`config.mk`:
```
export PLATFORM = sky130hd
export DESIGN_NAME = byte_seq_core
export DESIGN_NICKNAME = d
export VERILOG_FILES = /design/src/rtl/seq_pkg.sv /design/src/rtl/seq_pc.sv /design/src/rtl/seq_decode.sv /design/src/rtl/seq_fsm.sv /design/src/rtl/byte_seq_core.sv
export SDC_FILE = /design/constraint.sdc
export NUM_CORES = 1
export LEC_CHECK = 0
export ABC_AREA = 1
export ABC_CLOCK_PERIOD_IN_PS = 1800
export BUFFER_PORTS_ARGS = -buffer_cell sky130_fd_sc_hd__buf_2
export CAP_MARGIN = 5
export CORE_ASPECT_RATIO = 0.9
export CORE_MARGIN = 1.5
export CORE_UTILIZATION = 45
export DETAILED_ROUTE_END_ITERATION = 10
export GPL_TIMING_DRIVEN = 0
export HOLD_SLACK_MARGIN = 0.05
export PLACE_DENSITY = 0.78
export RECOVER_POWER = 25
export SETUP_SLACK_MARGIN = 0.1
export SLEW_MARGIN = 20
export SYNTH_ARGS = -nofsm -noshare
export SYNTH_HDL_FRONTEND = slang
export SYNTH_SLANG_ARGS = --single-unit
```
`constraint.sdc`:
```
create_clock -name clk -period 1.8 [get_ports clk]
set_input_delay 0.18 -clock clk [delete_from_list [all_inputs] [get_ports clk]]
set_output_delay 0.18 -clock clk [all_outputs]
set_load 0.03 [all_outputs]
```
`src/rtl/seq_pkg.sv`:
```
package seq_pkg;

  typedef enum logic [2:0] {
    S_FETCH, S_DECODE, S_OPND, S_EXEC, S_HALT
  } state_t;

  typedef enum logic [2:0] {
    K_IN, K_OUT, K_LOAD, K_STORE, K_JMP, K_JZ, K_BAD
  } kind_t;

  localparam logic [1:0] LONG_FORM = 2'b11;

  // Instruction kind from the high nibble of the opcode.
  function automatic kind_t classify(input logic [7:0] op);
    case (op[7:4])
      4'h0:    return K_IN;
      4'h1:    return K_OUT;
      4'h2:    return K_LOAD;
      4'h3:    return K_STORE;
      4'h8:    return K_JMP;
      4'h9:    return K_JZ;
      default: return K_BAD;
    endcase
  endfunction

  // Memory instruction whose address sits in the opcode itself.
  function automatic logic short_form(input logic [7:0] op);
    return (op[7:4] == 4'h2 || op[7:4] == 4'h3) && (op[1:0] != LONG_FORM);
  endfunction

  function automatic logic branch_taken(input kind_t k, input logic [7:0] a);
    return (k == K_JMP) || (k == K_JZ && a == 8'h00);
  endfunction

endpackage

```
`src/rtl/seq_pc.sv`:
```
module seq_pc #(
  parameter int PA_W = 8
) (
  input  logic            clk,
  input  logic            rst,
  input  logic            inc,
  input  logic            load,
  input  logic [PA_W-1:0] target,
  output logic [PA_W-1:0] pc
);
  always_ff @(posedge clk) begin
    if (rst)       pc <= '0;
    else if (load) pc <= target;
    else if (inc)  pc <= pc + PA_W'(1);
  end
endmodule

```
`src/rtl/seq_decode.sv`:
```
module seq_decode (
  input  logic [7:0]    ir,
  input  logic [7:0]    acc,
  output seq_pkg::kind_t kind,
  output logic          is_short,
  output logic          take
);
  import seq_pkg::*;
  always_comb begin
    kind     = classify(ir);
    is_short = short_form(ir);
    take     = branch_taken(kind, acc);
  end
endmodule

```
`src/rtl/seq_fsm.sv`:
```
module seq_fsm (
  input  logic           clk,
  input  logic           rst,
  input  seq_pkg::kind_t kind,
  input  logic           is_short,
  input  logic           take,
  input  logic           in_empty,
  input  logic           out_full,
  output seq_pkg::state_t state,
  output logic           ir_load,
  output logic           opnd_load,
  output logic           pc_inc,
  output logic           pc_load,
  output logic           pop,
  output logic           push,
  output logic           wr,
  output logic           acc_from_mem
);
  import seq_pkg::*;
  state_t nxt;

  always_ff @(posedge clk) begin
    if (rst) state <= S_FETCH;
    else     state <= nxt;
  end

  always_comb begin
    nxt          = state;
    ir_load      = 1'b0;
    opnd_load    = 1'b0;
    pc_inc       = 1'b0;
    pc_load      = 1'b0;
    pop          = 1'b0;
    push         = 1'b0;
    wr           = 1'b0;
    acc_from_mem = 1'b0;
    case (state)
      S_FETCH: begin
        ir_load = 1'b1;
        pc_inc  = 1'b1;
        nxt     = S_DECODE;
      end
      S_DECODE: begin
        case (kind)
          K_IN: if (!in_empty) begin
            pop = 1'b1;
            nxt = S_FETCH;
          end
          K_OUT: if (!out_full) begin
            push = 1'b1;
            nxt  = S_FETCH;
          end
          K_LOAD, K_STORE: nxt = is_short ? S_EXEC : S_OPND;
          K_JMP, K_JZ:     nxt = S_OPND;
          default:         nxt = S_HALT;
        endcase
      end
      S_OPND: begin
        opnd_load = 1'b1;
        pc_inc    = 1'b1;
        nxt       = S_EXEC;
      end
      S_EXEC: begin
        acc_from_mem = (kind == K_LOAD);
        wr           = (kind == K_STORE);
        pc_load      = take;
        nxt          = S_FETCH;
      end
      default: nxt = S_HALT;
    endcase
  end
endmodule

```
`src/rtl/byte_seq_core.sv`:
```
module byte_seq_core #(
  parameter int PA_W = 8,
  parameter int DA_W = 8
) (
  input  logic            clk,
  input  logic            rst,
  output logic [PA_W-1:0] prog_addr,
  input  logic [7:0]      prog_data,
  output logic [DA_W-1:0] mem_addr,
  output logic [7:0]      mem_wdata,
  output logic            mem_we,
  input  logic [7:0]      mem_rdata,
  output logic            mem_addr_sel,
  input  logic            in_empty,
  input  logic [7:0]      in_data,
  output logic            in_pop,
  input  logic            out_full,
  output logic [7:0]      out_data,
  output logic            out_push,
  output logic            halted
);
  import seq_pkg::*;

  logic [7:0] ir, opnd, acc;
  kind_t      kind;
  state_t     state;
  logic       is_short, take;
  logic       ir_load, opnd_load, pc_inc, pc_load, acc_from_mem;

  seq_decode u_dec (
    .ir(ir), .acc(acc), .kind(kind), .is_short(is_short), .take(take)
  );

  seq_fsm u_fsm (
    .clk(clk), .rst(rst), .kind(kind), .is_short(is_short), .take(take),
    .in_empty(in_empty), .out_full(out_full), .state(state),
    .ir_load(ir_load), .opnd_load(opnd_load), .pc_inc(pc_inc),
    .pc_load(pc_load), .pop(in_pop), .push(out_push), .wr(mem_we),
    .acc_from_mem(acc_from_mem)
  );

  seq_pc #(.PA_W(PA_W)) u_pc (
    .clk(clk), .rst(rst), .inc(pc_inc), .load(pc_load),
    .target(opnd[PA_W-1:0]), .pc(prog_addr)
  );

  always_ff @(posedge clk) begin
    if (rst) begin
      ir   <= '0;
      opnd <= '0;
      acc  <= '0;
    end else begin
      if (ir_load)      ir   <= prog_data;
      if (opnd_load)    opnd <= prog_data;
      if (in_pop)       acc  <= in_data;
      if (acc_from_mem) acc  <= mem_rdata;
    end
  end

  assign mem_addr_sel = is_short;
  assign mem_addr     = is_short ? DA_W'(ir[1:0]) : opnd[DA_W-1:0];
  assign mem_wdata    = acc;
  assign out_data     = acc;
  assign halted       = (state == S_HALT);
endmodule

```
==> results.md, run 1 <==
- Leak: 1.230 nW
- Hold WC Path Type: primary input to flop
- Num CTS Buffers: 5
- Max-cap violations: 0
- First-pass GRT wire length: 7824 µm
- Setup CP Type: flop to output pin
- Fin cells: 405
- Initial antenna violation count: 0
- Clock transition at path regs: 0.06 ns
- Starting DRT DRC Count: 136
- Fill count: 378
- Area Growth Syn to Fin: 33.55%
- Worst slew margin: 0.7032
- Post-layout minimum cycle time: 1.666 ns
- Post-synth EDFFs: 0
- Final Cycle Share: 0.9258
- Post-detailed-placement half-perimeter wirelength: 3487 µm
- Final core utilization: 0.6228
- GPL Wtd Cong: approximately 0.84
- Async S/R FF share, synth: 0
- IO Count: 65
- Chip height: 64.43 µm
- CP endpoint kind: output pin
- Design Power: 3.358 mW
- Nets: 388
- Syn Nets: 307
- CTS tree: built
- Avg Cell Area, Syn: 6.836 µm²
- Final Cell Area: 2520 µm²
- Hold WS: 0.1475 ns
- Post-synthesis cell type count: 33
- Placed insts: 388
- Final Max Slew Viols: 0
- Via count: between 2000 and 2500
- Final ANT Viol Nets: 0
- Pwr Density: ~1300 nW/µm²
- CTS Sinks: 33
- Total length of routed wires: around 4700 µm
- DR WL/cell: 11.64 µm
- Post-synthesis sequential area ratio: 0.3501
- Gate Count Post-Synth: between 200 and 300
- Overflow after GRT: 0
- Final setup fails: 0
- Die Area: 4591 µm²
- Vias/cell: 4.970
- Largest net degree at the start of global routing: 11
- Hold depth: 3
- DR pass1 iterations: 4
- CP arrival: 1.49 ns
- Clk buf depth: 2
- Mapped Area: between 1500 and 2000 µm²
- Least-Margin Pin Slew: 0.4418 ns
- Run status: finished, final reports clean
- Fmax: 0.6001 GHz
- All-Layer GR Usage: 0.2118
- Hold Vio Cnt, Final: 0
- RSZ-0062 raised after global routing: true
- Clock latency at the later pin of the worst-skew pair: roughly 0.28 ns
- CP startpoint kind: flop
- Worst Hold Endpoint: ir[6]$_SDFFE_PP0P_
- Row count: 22
- Worst reg2reg startpoint: ir[7]$_SDFFE_PP0P_
- DRC: 0
- Die Wd: 71.26 µm
- Peak supply drop: 0.7211 mV
- Critical R2R Capture: u_pc.pc[5]$_SDFFE_PP0P_
- Worst R2R Setup Slack: 0.16 ns
- Top_reg_cell synth: dfxtp_1
- # H-tree levels: 2
- Yosys warns: 0
- Worst Path Max Fanout: 4
- Area after DPL: 2286 µm²
- Inserted Diodes: 0
- Clk_skew: 0.003345 ns
- Number of synthesized register bits: 33
- Core Box Area: roughly 4000 µm²
- CTS root buffer: clkbuf_8
- Vias in the first global route: 1835
- R2r worst-path depth: 11
- # port buffers: 64
- WP data required: between 1.5 and 2 ns
- Share of post-route cells with drive strength above 1: 0.2997
- Starting Density: 0.4663
- Hold Startpoint: prog_data[6]
[stage by stage]
step	worst slack, ns	TNS, ns
floorplan	0.1002	0
CTS	0.002295	0
finish	0.1335	0
global route	0.04644	0
global placement	-0.06241	-0.2583
detailed placement	-0.08401	-0.4580
[synth_stat cells (2+ instances only)]
library cell / n / area [µm²]
nand4_1: 3 / 18.77
nand2_4: 2 / 22.52
o21ai_0: 28 / 140.1
nor2_1: 37 / 138.9
ha_1: 3 / 37.54
nand3_1: 23 / 115.1
xor2_1: 2 / 17.52
o21ai_2: 2 / 17.52
a21oi_1: 21 / 105.1
nand2_1: 55 / 206.5
buf_4: 8 / 60.06
dfxtp_1: 33 / 660.6
nor3_1: 3 / 15.01
inv_1: 31 / 116.4
o21ai_1: 2 / 10.01
clkbuf_1: 2 / 7.510
a21oi_4: 2 / 32.53
inv_2: 4 / 15.01
[cells in the final DEF, fill, tap and decap left out, types with 3 or more instances in the layout]
cell type / Yosys / routed
nand2_1: 55 / 54
buf_2: 1 / 44
nor2_1: 37 / 35
inv_1: 31 / 28
o21ai_0: 28 / 28
dfxtp_1: 33 / 27
nand3_1: 23 / 22
a21oi_1: 21 / 21
clkbuf_1: 2 / 20
buf_4: 8 / 18
clkbuf_8: 0 / 6
buf_6: 1 / 5
inv_2: 4 / 4
dfxtp_4: 0 / 4
inv_4: 0 / 3
nand4_1: 3 / 3
nor3_1: 3 / 3
[where the power goes]
part / total (mW) / internal [mW] / switching (mW)
clock network: 0.544 / 0.303 / 0.241
registers: 1.12 / 0.912 / 0.213
logic: 1.69 / 0.593 / 1.10
[flip-flops by register name (all words and copies together), names as in the netlist]
| register | cells |
|---|---|
| mem_wdata | 8 |
| opnd | 8 |
| u_pc.pc | 8 |
| ir | 6 |
| u_fsm.state | 3 |
[cell type report]
type / count / area [µm²] / area share
plain buffers: 13 / 93.84 / 0.03724
clock buffers: 7 / 86.33 / 0.03426
inverters: 35 / 138.9 / 0.05511
multi-input cells: 195 / 1070 / 0.4245
flip-flops and latches: 33 / 678.2 / 0.2691
well taps: 48 / 60.06 / 0.02383
repair buffers: 74 / 392.9 / 0.1559
[worst max-delay path, stage by stage, from the launching register on]
cell     delay [ns]
dfxtp_4        0.37
nor2_8         0.14
nand2_4        0.09
ha_4           0.19
inv_2          0.07
a21oi_4        0.04
nor4_4         0.15
buf_6          0.17
[layer usage]
| metal | vias to the layer above | part of all wire | track usage |
|---|---|---|---|
| li1 | 1047 | - | - |
| met1 | 916 | 0.48 | 0.2731 |
| met2 | 46 | 0.46 | 0.3576 |
| met3 | 4 | 0.049 | 0.05132 |
| met4 | 0 | 0.0095 | 0.04953 |
| met5 | - | 0 | 0 |
[what timing repair did]
action,in CTS,in global routing
hold buffers,0,0
pin swaps,4,3
gates cloned,0,0
gates resized for setup,9,25
buffers inserted,3,7
setup endpoints to repair,26,26
[logic make-up (layout without fill, tap and decap cells)]
logic type / Yosys count / count (layout) / synth area share
compound gates: 56 / 56 / 0.1731
xor+xnor: 3 / 3 / 0.01393
fa+ha+maj: 3 / 3 / 0.01990
buf+inv: 48 / 129 / 0.1160
flops: 33 / 33 / 0.3501
simple gates: 133 / 133 / 0.3269
[worst max path at each step]
stage	endpoint	start	slack, ns
2_1_floorplan	u_pc.pc[2]$_SDFFE_PP0P_	ir[6]$_SDFFE_PP0P_	0.10
3_3_place_gp	u_pc.pc[2]$_SDFFE_PP0P_	ir[6]$_SDFFE_PP0P_	-0.06
3_5_place_dp	u_pc.pc[2]$_SDFFE_PP0P_	ir[6]$_SDFFE_PP0P_	-0.08
4_1_cts	out_push	u_fsm.state[0]$_SDFFE_PP0P_	0.002
5_1_grt	out_push	u_fsm.state[0]$_SDFFE_PP0P_	0.05
6_report	mem_we	ir[7]$_SDFFE_PP0P_	0.13
(Power assumes the default switching activity.)
==> run 2, diff against run 1 <==
--- a/config.mk
+++ b/config.mk
@@ -16,7 +16,6 @@
 export GPL_TIMING_DRIVEN = 0
 export HOLD_SLACK_MARGIN = 0.05
 export PLACE_DENSITY = 0.78
-export RECOVER_POWER = 25
 export SETUP_SLACK_MARGIN = 0.1
 export SLEW_MARGIN = 20
 export SYNTH_ARGS = -nofsm -noshare
==> run 2 against run 1 <==
  * Worst setup slack barely moved
  * Global-route usage unchanged
  * Die area did not move
  * Critical path depth is 1 lower
  * Core utilization is 0.53 points higher
  * Cell area increased by 0.84%
  * Count of clock-buffer cells in the layout stayed put
  * Combinational power hardly changed
  * Sequential share of layout area down 0.23 points
==> results.md, run 2 (synthesis gave the netlist of run 1 again) <==
- Run status: finished, final reports clean (unchanged)
- Setup CP Type: flop to output pin (unchanged)
- Fmax: 0.6000 GHz (was 0.6001 GHz)
- WP data required: 1.62 ns (about the same)
- First-pass GRT wire length: 7824 µm (unchanged)
- Final setup fails: 0 (unchanged)
- Leak: 1.302 nW (was 1.230 nW)
- Clock latency at the later pin of the worst-skew pair: 0.28 ns (about the same)
- Row count: 22 (unchanged)
- Via count: 2018 (was 2013)
- Final Cycle Share: 0.9259 (was 0.9258)
- CTS Sinks: 33 (unchanged)
- Design Power: 3.373 mW (was 3.358 mW)
- Starting DRT DRC Count: 121 (was 136)
- Core Box Area: 4046 µm² (unchanged)
- # port buffers: 64 (unchanged)
- DRC: 0 (unchanged)
- Post-layout minimum cycle time: 1.667 ns (was 1.666 ns)
- Clk buf depth: 2 (unchanged)
- Most common cell after layout, fill and taps aside: buf_2 (was nand2_1)
- RSZ-0062 raised after global routing: true (unchanged)
- Post-detailed-placement half-perimeter wirelength: 3487 µm (unchanged)
- Hold WS: 0.1462 ns (was 0.1475 ns)
- Most frequent cells in the layout: 61 x buf_2, 54 x nand2_1, 35 x nor2_1, 28 x inv_1, 28 x o21ai_0 (was 54 x nand2_1, 44 x buf_2, 35 x nor2_1, 28 x inv_1, 28 x o21ai_0)
- Starting Density: 0.4663 (unchanged)
- Worst reg2reg startpoint: ir[7]$_SDFFE_PP0P_ (unchanged)
- DR pass1 iterations: 5 (was 4)
- Die Area: 4591 µm² (unchanged)
- Largest net degree at the start of global routing: 11 (unchanged)
- Share of post-route cells with drive strength above 1: 0.3473 (was 0.2997)
- Setup TNS: 0 ns (unchanged)
- Sw Pwr: 1.548 mW (was 1.551 mW)
- Final ANT Viol Nets: 0 (unchanged)
- GPL Wtd Cong: 0.8448 (unchanged)
- Area after DPL: 2286 µm² (unchanged)
- Clock transition at path regs: 0.06 ns (about the same)
- Final core utilization: 0.6280 (was 0.6228)
- CP arrival: 1.49 ns (about the same)
- R2r worst-path depth: 11 (unchanged)
- Setup ws final: 0.1334 ns (was 0.1335 ns)
- Clk_skew: 0.003079 ns (was 0.003345 ns)
- Vias in the first global route: 1835 (unchanged)
- Pwr Density: 1327 nW/µm² (was 1333 nW/µm²)
- Hold Vio Cnt, Final: 0 (unchanged)
- Inserted Diodes: 0 (unchanged)
- Worst R2R Setup Slack: 0.15 ns (was 0.16 ns)
- Chip height: 64.43 µm (unchanged)
- Fill count: 365 (was 378)
- CP endpoint kind: output pin (unchanged)
- Seq. cell area: 678.2 µm² (unchanged)
- # H-tree levels: 2 (unchanged)
- Area Growth Syn to Fin: 34.68% (was 33.55%)
- CP startpoint kind: flop (unchanged)
- Critical path launch point: u_fsm.state[0]$_SDFFE_PP0P_ (was ir[7]$_SDFFE_PP0P_)
- Logic pwr share: 0.506 (was 0.503)
- Clk pwr share: 0.162 (about the same)
- Area of the multi-input gates: 1070 µm² (unchanged)
- Fin cells: 405 (unchanged)
- Max-cap violations: 0 (unchanged)
- Place WS: -0.08401 ns (unchanged)
- Nets: 388 (unchanged)
- Worst Path Max Fanout: 5 (was 4)
- Vias/cell: 4.983 (was 4.970)
- Critical R2R Capture: u_pc.pc[5]$_SDFFE_PP0P_ (unchanged)
- CTS root buffer: clkbuf_8 (unchanged)
- Hold WC Path Type: primary input to flop (unchanged)
- All-Layer GR Usage: 0.2118 (unchanged)
- Final Max Slew Viols: 0 (unchanged)
- Least-Margin Pin Slew: 0.4420 ns (was 0.4418 ns)
- Die Wd: 71.26 µm (unchanged)
- Cell Int Power: 1.825 mW (was 1.807 mW)
- Peak supply drop: 0.7215 mV (was 0.7211 mV)
- Flop pwr share: 0.333 (was 0.335)
- CTS tree: built (unchanged)
- Sw frac: 0.4589 (was 0.4618)
- Worst slew margin: 0.7031 (was 0.7032)
- Placed insts: 388 (unchanged)
- IO Count: 65 (unchanged)
- Initial antenna violation count: 0 (unchanged)
- Total length of routed wires: 4693 µm (was 4714 µm)
- Final Cell Area: 2541 µm² (was 2520 µm²)
- Crit path capture: in_pop (was mem_we)
- Overflow after GRT: 0 (unchanged)
- DR WL/cell: 11.59 µm (was 11.64 µm)
- Num CTS Buffers: 5 (unchanged)
run 2: cell type report:
type	count	area share
repair buffers	74	0.1630
clock buffers	7	0.03397
inverters	35	0.05465
plain buffers	13	0.03693
well taps	48	0.02363
multi-input cells	195	0.4210
flip-flops and latches	33	0.2669
run 2: worst min-delay path by stage:
stage	from	end	slack, ns	cells after the start
6_report	prog_data[6]	ir[6]$_SDFFE_PP0P_	0.15	3
5_1_grt	prog_data[3]	opnd[3]$_SDFFE_PP0P_	0.15	3
4_1_cts	prog_data[6]	ir[6]$_SDFFE_PP0P_	0.14	3
3_5_place_dp	prog_data[0]	ir[0]$_SDFFE_PP0P_	0.43	3
3_3_place_gp	prog_data[6]	ir[6]$_SDFFE_PP0P_	0.42	3
2_1_floorplan	rst	u_pc.pc[3]$_SDFFE_PP0P_	0.25	1
run 2: repair_timing:
action                     4_1_cts  5_1_grt
pin swaps                        4        3
setup buffers                    3        7
setup endpoints to repair       26       26
cloned                           0        0
hold buffers                     0        0
resized for setup                9       25
run 2: worst max-delay path, cell delays in order, from the launching register on:
cell and delay (ns):
dfxtp_4 0.38, inv_2 0.06, nor3_4 0.29, buf_4 0.17, nand3_2 0.10, inv_1 0.08, buf_6 0.13
run 2: per-layer routing:
layer  global-route usage  up-vias  share of wire
met5                    0        -              0
met4              0.04953        0          0.011
met3              0.05132        6          0.048
met2               0.3576       43           0.47
met1               0.2731      921           0.48
li1                     -     1048              -
run 2: power by group through the flow:
| stage | clock network [mW] | logic, mW | registers [mW] |
|---|---|---|---|
| 2_1_floorplan | 0 | 1.03 | 1.17 |
| 3_3_place_gp | 0 | 1.45 | 1.08 |
| 3_5_place_dp | 0 | 1.47 | 1.09 |
| 4_1_cts | 0.557 | 1.53 | 1.08 |
| 5_1_grt | 0.589 | 1.86 | 1.15 |
| 6_report | 0.545 | 1.71 | 1.12 |
==> run 3, diff against run 2 <==
--- a/config.mk
+++ b/config.mk
@@ -5,17 +5,16 @@
 export SDC_FILE = /design/constraint.sdc
 export NUM_CORES = 1
 export LEC_CHECK = 0
-export ABC_AREA = 1
-export ABC_CLOCK_PERIOD_IN_PS = 1800
+export ABC_CLOCK_PERIOD_IN_PS = 1600
 export BUFFER_PORTS_ARGS = -buffer_cell sky130_fd_sc_hd__buf_2
 export CAP_MARGIN = 5
 export CORE_ASPECT_RATIO = 0.9
 export CORE_MARGIN = 1.5
-export CORE_UTILIZATION = 45
+export CORE_UTILIZATION = 49
 export DETAILED_ROUTE_END_ITERATION = 10
 export GPL_TIMING_DRIVEN = 0
 export HOLD_SLACK_MARGIN = 0.05
-export PLACE_DENSITY = 0.78
+export PLACE_DENSITY = 0.81
 export SETUP_SLACK_MARGIN = 0.1
 export SLEW_MARGIN = 20
 export SYNTH_ARGS = -nofsm -noshare
==> constraint.sdc (replaced) <==
create_clock -name clk -period 1.6 [get_ports clk]
set_input_delay 0.16 -clock clk [delete_from_list [all_inputs] [get_ports clk]]
set_output_delay 0.16 -clock clk [all_outputs]
set_load 0.03 [all_outputs]
==> run 3 against run 2 <==
  * The run now ends with negative setup slack left
  * First-iteration DRC count is 8.3% lower
  * Non-clock buffer count is 12 higher
  * Flip-flop and latch count stayed put
  * Sequential power is 9% lower
  * Cell count is 14% lower
  * Register-to-register slack worse by 0.43 ns
  * Combinational power is 43% lower
  * Count of clock-buffer cells in the layout is 1 higher
  * Critical endpoint is now u_pc.pc[7]$_SDFFE_PP0P_
  * Largest power group is now sequential cells
==> results.md, run 3 <==
- Worst Path Max Fanout: 8 (was 5)
- Most frequent cell after synthesis: dfxtp_1 (was nand2_1)
- Final ANT Viol Nets: 0 (unchanged)
- Max-cap violations: 0 (unchanged)
- Worst reg2reg startpoint: ir[6]$_SDFFE_PP0P_ (was ir[7]$_SDFFE_PP0P_)
- Setup CP Type: flop to flop (was flop to output pin)
- CTS Sinks: 33 (unchanged)
- Final Max Slew Viols: 0 (unchanged)
- Leak: 1.231 nW (was 1.302 nW)
- Clock transition at path regs: 0.07 ns (was 0.06 ns)
- Post-synth EDFFs: 0 (unchanged)
- Top_reg_cell synth: dfxtp_1 (unchanged)
- Starting DRT DRC Count: 111 (was 121)
- Post-detailed-placement half-perimeter wirelength: 3422 µm (was 3487 µm)
- Most common cell after layout, fill and taps aside: buf_2 (unchanged)
- Total length of routed wires: 5825 µm (was 4693 µm)
- Final setup fails: 30 (was 0)
- Hold depth: 3 (unchanged)
- Post-synthesis cell type count: 45 (was 33)
- Vias/cell: 5.683 (was 4.983)
- Die Wd: 67.12 µm (was 71.26 µm)
- Final Cycle Share: 1.177
- First-pass GRT wire length: 8493 µm (was 7824 µm)
- Hold Vio Cnt, Final: 0 (unchanged)
- DR pass1 iterations: 4 (was 5)
- CP endpoint kind: flop (was output pin)
- DRC: 0 (unchanged)
- Overflow after GRT: 0 (unchanged)
- # port buffers: 63 (was 64)
- Run status: finished, violations left (was finished, final reports clean)
- CTS tree: built (unchanged)
- Starting Density: 0.5250 (was 0.4663)
- Avg Cell Area, Syn: 8.433 µm² (was 6.836 µm²)
- Share of post-route cells with drive strength above 1: 0.5215 (was 0.3473)
- Hold Startpoint: prog_data[2] (was prog_data[6])
- Synth top cells by count: 33 x dfxtp_1, 24 x nand2_1, 23 x nor2_1 (was 55 x nand2_1, 37 x nor2_1, 33 x dfxtp_1)
- IO Count: 65 (unchanged)
- Pwr Density: 954.2 nW/µm² (was 1327 nW/µm²)
- Failing checks: negative setup slack
- Core Box Area: 3453 µm² (was 4046 µm²)
- Area Growth Syn to Fin: 51.21% (was 34.68%)
- Num CTS Buffers: 5 (unchanged)
- Inserted Diodes: 0 (unchanged)
- Yosys warns: 0 (unchanged)
- Fmax: about 0.53 GHz
- Post-layout minimum cycle time: ~1.9 ns
- CP startpoint kind: flop (unchanged)
- Worst R2R Setup Slack: -0.28 ns (was 0.15 ns)
- Row count: 20 (was 22)
- WP data required: 1.75 ns (was 1.62 ns)
- Peak supply drop: 0.7802 mV (was 0.7215 mV)
- Synth top area share: 0.3644 (was 0.3501)
- Place WS: -0.4258 ns (was -0.08401 ns)
- CP arrival: 2.03 ns (was 1.49 ns)
- Initial antenna violation count: 0 (unchanged)
- Clock latency at the later pin of the worst-skew pair: 0.29 ns (was 0.28 ns)
- RSZ-0062 raised after global routing: true (unchanged)
- All-Layer GR Usage: 0.2824 (was 0.2118)
- Hold WS: 0.1084 ns (was 0.1462 ns)
- Vias in the first global route: 1802 (was 1835)
- Least-Margin Pin Slew: 0.6572 ns (was 0.4420 ns)
- Largest net degree at the start of global routing: 11 (unchanged)
- Worst slew margin: 0.5619 (was 0.7031)
- R2r worst-path depth: 9 (was 11)
- Clk_skew: 0.005442 ns (was 0.003079 ns)
- Number of synthesized register bits: 33 (unchanged)
- Synth area leader: dfxtp_1 (unchanged)
- Synth area leaders: dfxtp_1 36%, mux2i_1 6.6%, a211oi_2 5.5% (was dfxtp_1 35%, nand2_1 11%, o21ai_0 7.4%)
- Placed insts: 322 (was 388)
- Async S/R FF share, synth: 0 (unchanged)
- Gate Count Post-Synth: 215 (was 276)
- GPL Wtd Cong: 0.8310 (was 0.8448)
- Post-synthesis sequential area ratio: 0.3644 (was 0.3501)
- Nets: 333 (was 388)
- Hold WC Path Type: primary input to flop (unchanged)
- Mapped Area: 1813 µm² (was 1887 µm²)
- Die Area: 4074 µm² (was 4591 µm²)
- Chip height: 60.71 µm (was 64.43 µm)
- Worst Hold Endpoint: opnd[2]$_SDFFE_PP0P_ (was ir[6]$_SDFFE_PP0P_)
- Most frequent cells in the layout: 51 x buf_2, 31 x buf_4, 23 x dfxtp_1, 22 x nand2_1, 16 x a21oi_1 (was 61 x buf_2, 54 x nand2_1, 35 x nor2_1, 28 x inv_1, 28 x o21ai_0)
- Clk buf depth: 2 (unchanged)
- DR WL/cell: 16.79 µm (was 11.59 µm)
- Via count: 1972 (was 2018)
- Setup ws final: -0.2831 ns (was 0.1334 ns)
- Fin cells: 347 (was 405)
- Critical R2R Capture: u_pc.pc[7]$_SDFFE_PP0P_ (was u_pc.pc[5]$_SDFFE_PP0P_)
- Syn Nets: 246 (was 307)
- # H-tree levels: 2 (unchanged)
- CTS root buffer: clkbuf_8 (unchanged)
run 3: logic make-up (layout without fill, tap and decap cells):
logic type / count (synthesis) / in the layout / synth area share
xor+xnor: 4 / 4 / 0.01932
compound gates: 50 / 50 / 0.2057
buf+inv: 23 / 111 / 0.08075
mux: 12 / 12 / 0.06626
simple gates: 90 / 90 / 0.2429
fa+ha+maj: 3 / 3 / 0.02071
flops: 33 / 33 / 0.3644
run 3: power by group:
group,leakage (nW),switching [mW],internal (mW)
clock,0.0395,0.318,0.309
combinational,0.919,0.540,0.432
sequential,0.273,0.115,0.902
total,1.23,0.972,1.64
run 3: repair_timing:
item | CTS | global route
hold buffers | 0 | 0
setup endpoints to repair | 32 | 45
buffers inserted | 14 | 2
pin swaps | 22 | 15
gates resized for setup | 54 | 18
hold endpoints to repair | 0 | 0
gates cloned | 1 | 0
run 3: cell type report:
class	count	area, µm²
multi-input cells	159	1230
clock buffers	8	80.08
repair buffers	80	519.2
flip-flops and latches	33	680.7
inverters	4	20.02
well taps	44	55.05
plain buffers	19	156.4
fillers	223	711.9
run 3: worst max-delay path, cell delays in order (launching register included):
cell	delay (ns)
dfxtp_4	0.36
nor2_4	0.10
and2_4	0.17
inv_6	0.04
ha_4	0.15
buf_6	0.11
or3_4	0.36
buf_6	0.15
o211ai_1	0.20
a31oi_1	0.10
run 3: how the worst max path moves through the flow:
| stage | start | end | slack (ns) | cells after the start |
|---|---|---|---|---|
| 6_report | ir[6]$_SDFFE_PP0P_ | u_pc.pc[7]$_SDFFE_PP0P_ | -0.28 | 9 |
| 5_1_grt | ir[6]$_SDFFE_PP0P_ | u_pc.pc[7]$_SDFFE_PP0P_ | -0.36 | 9 |
| 4_1_cts | ir[6]$_SDFFE_PP0P_ | u_pc.pc[7]$_SDFFE_PP0P_ | -0.23 | 9 |
| 3_5_place_dp | ir[7]$_SDFFE_PP0P_ | u_pc.pc[6]$_SDFFE_PP0P_ | -0.43 | 7 |
| 3_3_place_gp | ir[7]$_SDFFE_PP0P_ | u_pc.pc[5]$_SDFFE_PP0P_ | -0.42 | 7 |
| 2_1_floorplan | ir[7]$_SDFFE_PP0P_ | mem_wdata[5]$_SDFFE_PP0P_ | -0.15 | 10 |
run 3: layer usage:
layer  track usage  part of all wire  wire [µm]  vias up
li1              -                 -          -      935
met1        0.3379              0.39       2284      908
met2        0.4950              0.49       2873      107
met3       0.05751             0.078        454       22
met4        0.1224             0.037        213        0
met5             0                 0          0        -
run 3: stage by stage:
step	utilization	instance area, µm²	setup TNS (ns)	power (mW)
final	0.7938	2741	-6.312	2.616
after floorplan	-	1888	-1.659	1.513
after global placement	0.6540	2258	-4.780	1.690
after global routing	0.7938	2741	-8.197	2.730
after CTS	0.7696	2658	-4.744	2.484
after detailed placement	0.6540	2258	-5.292	1.705
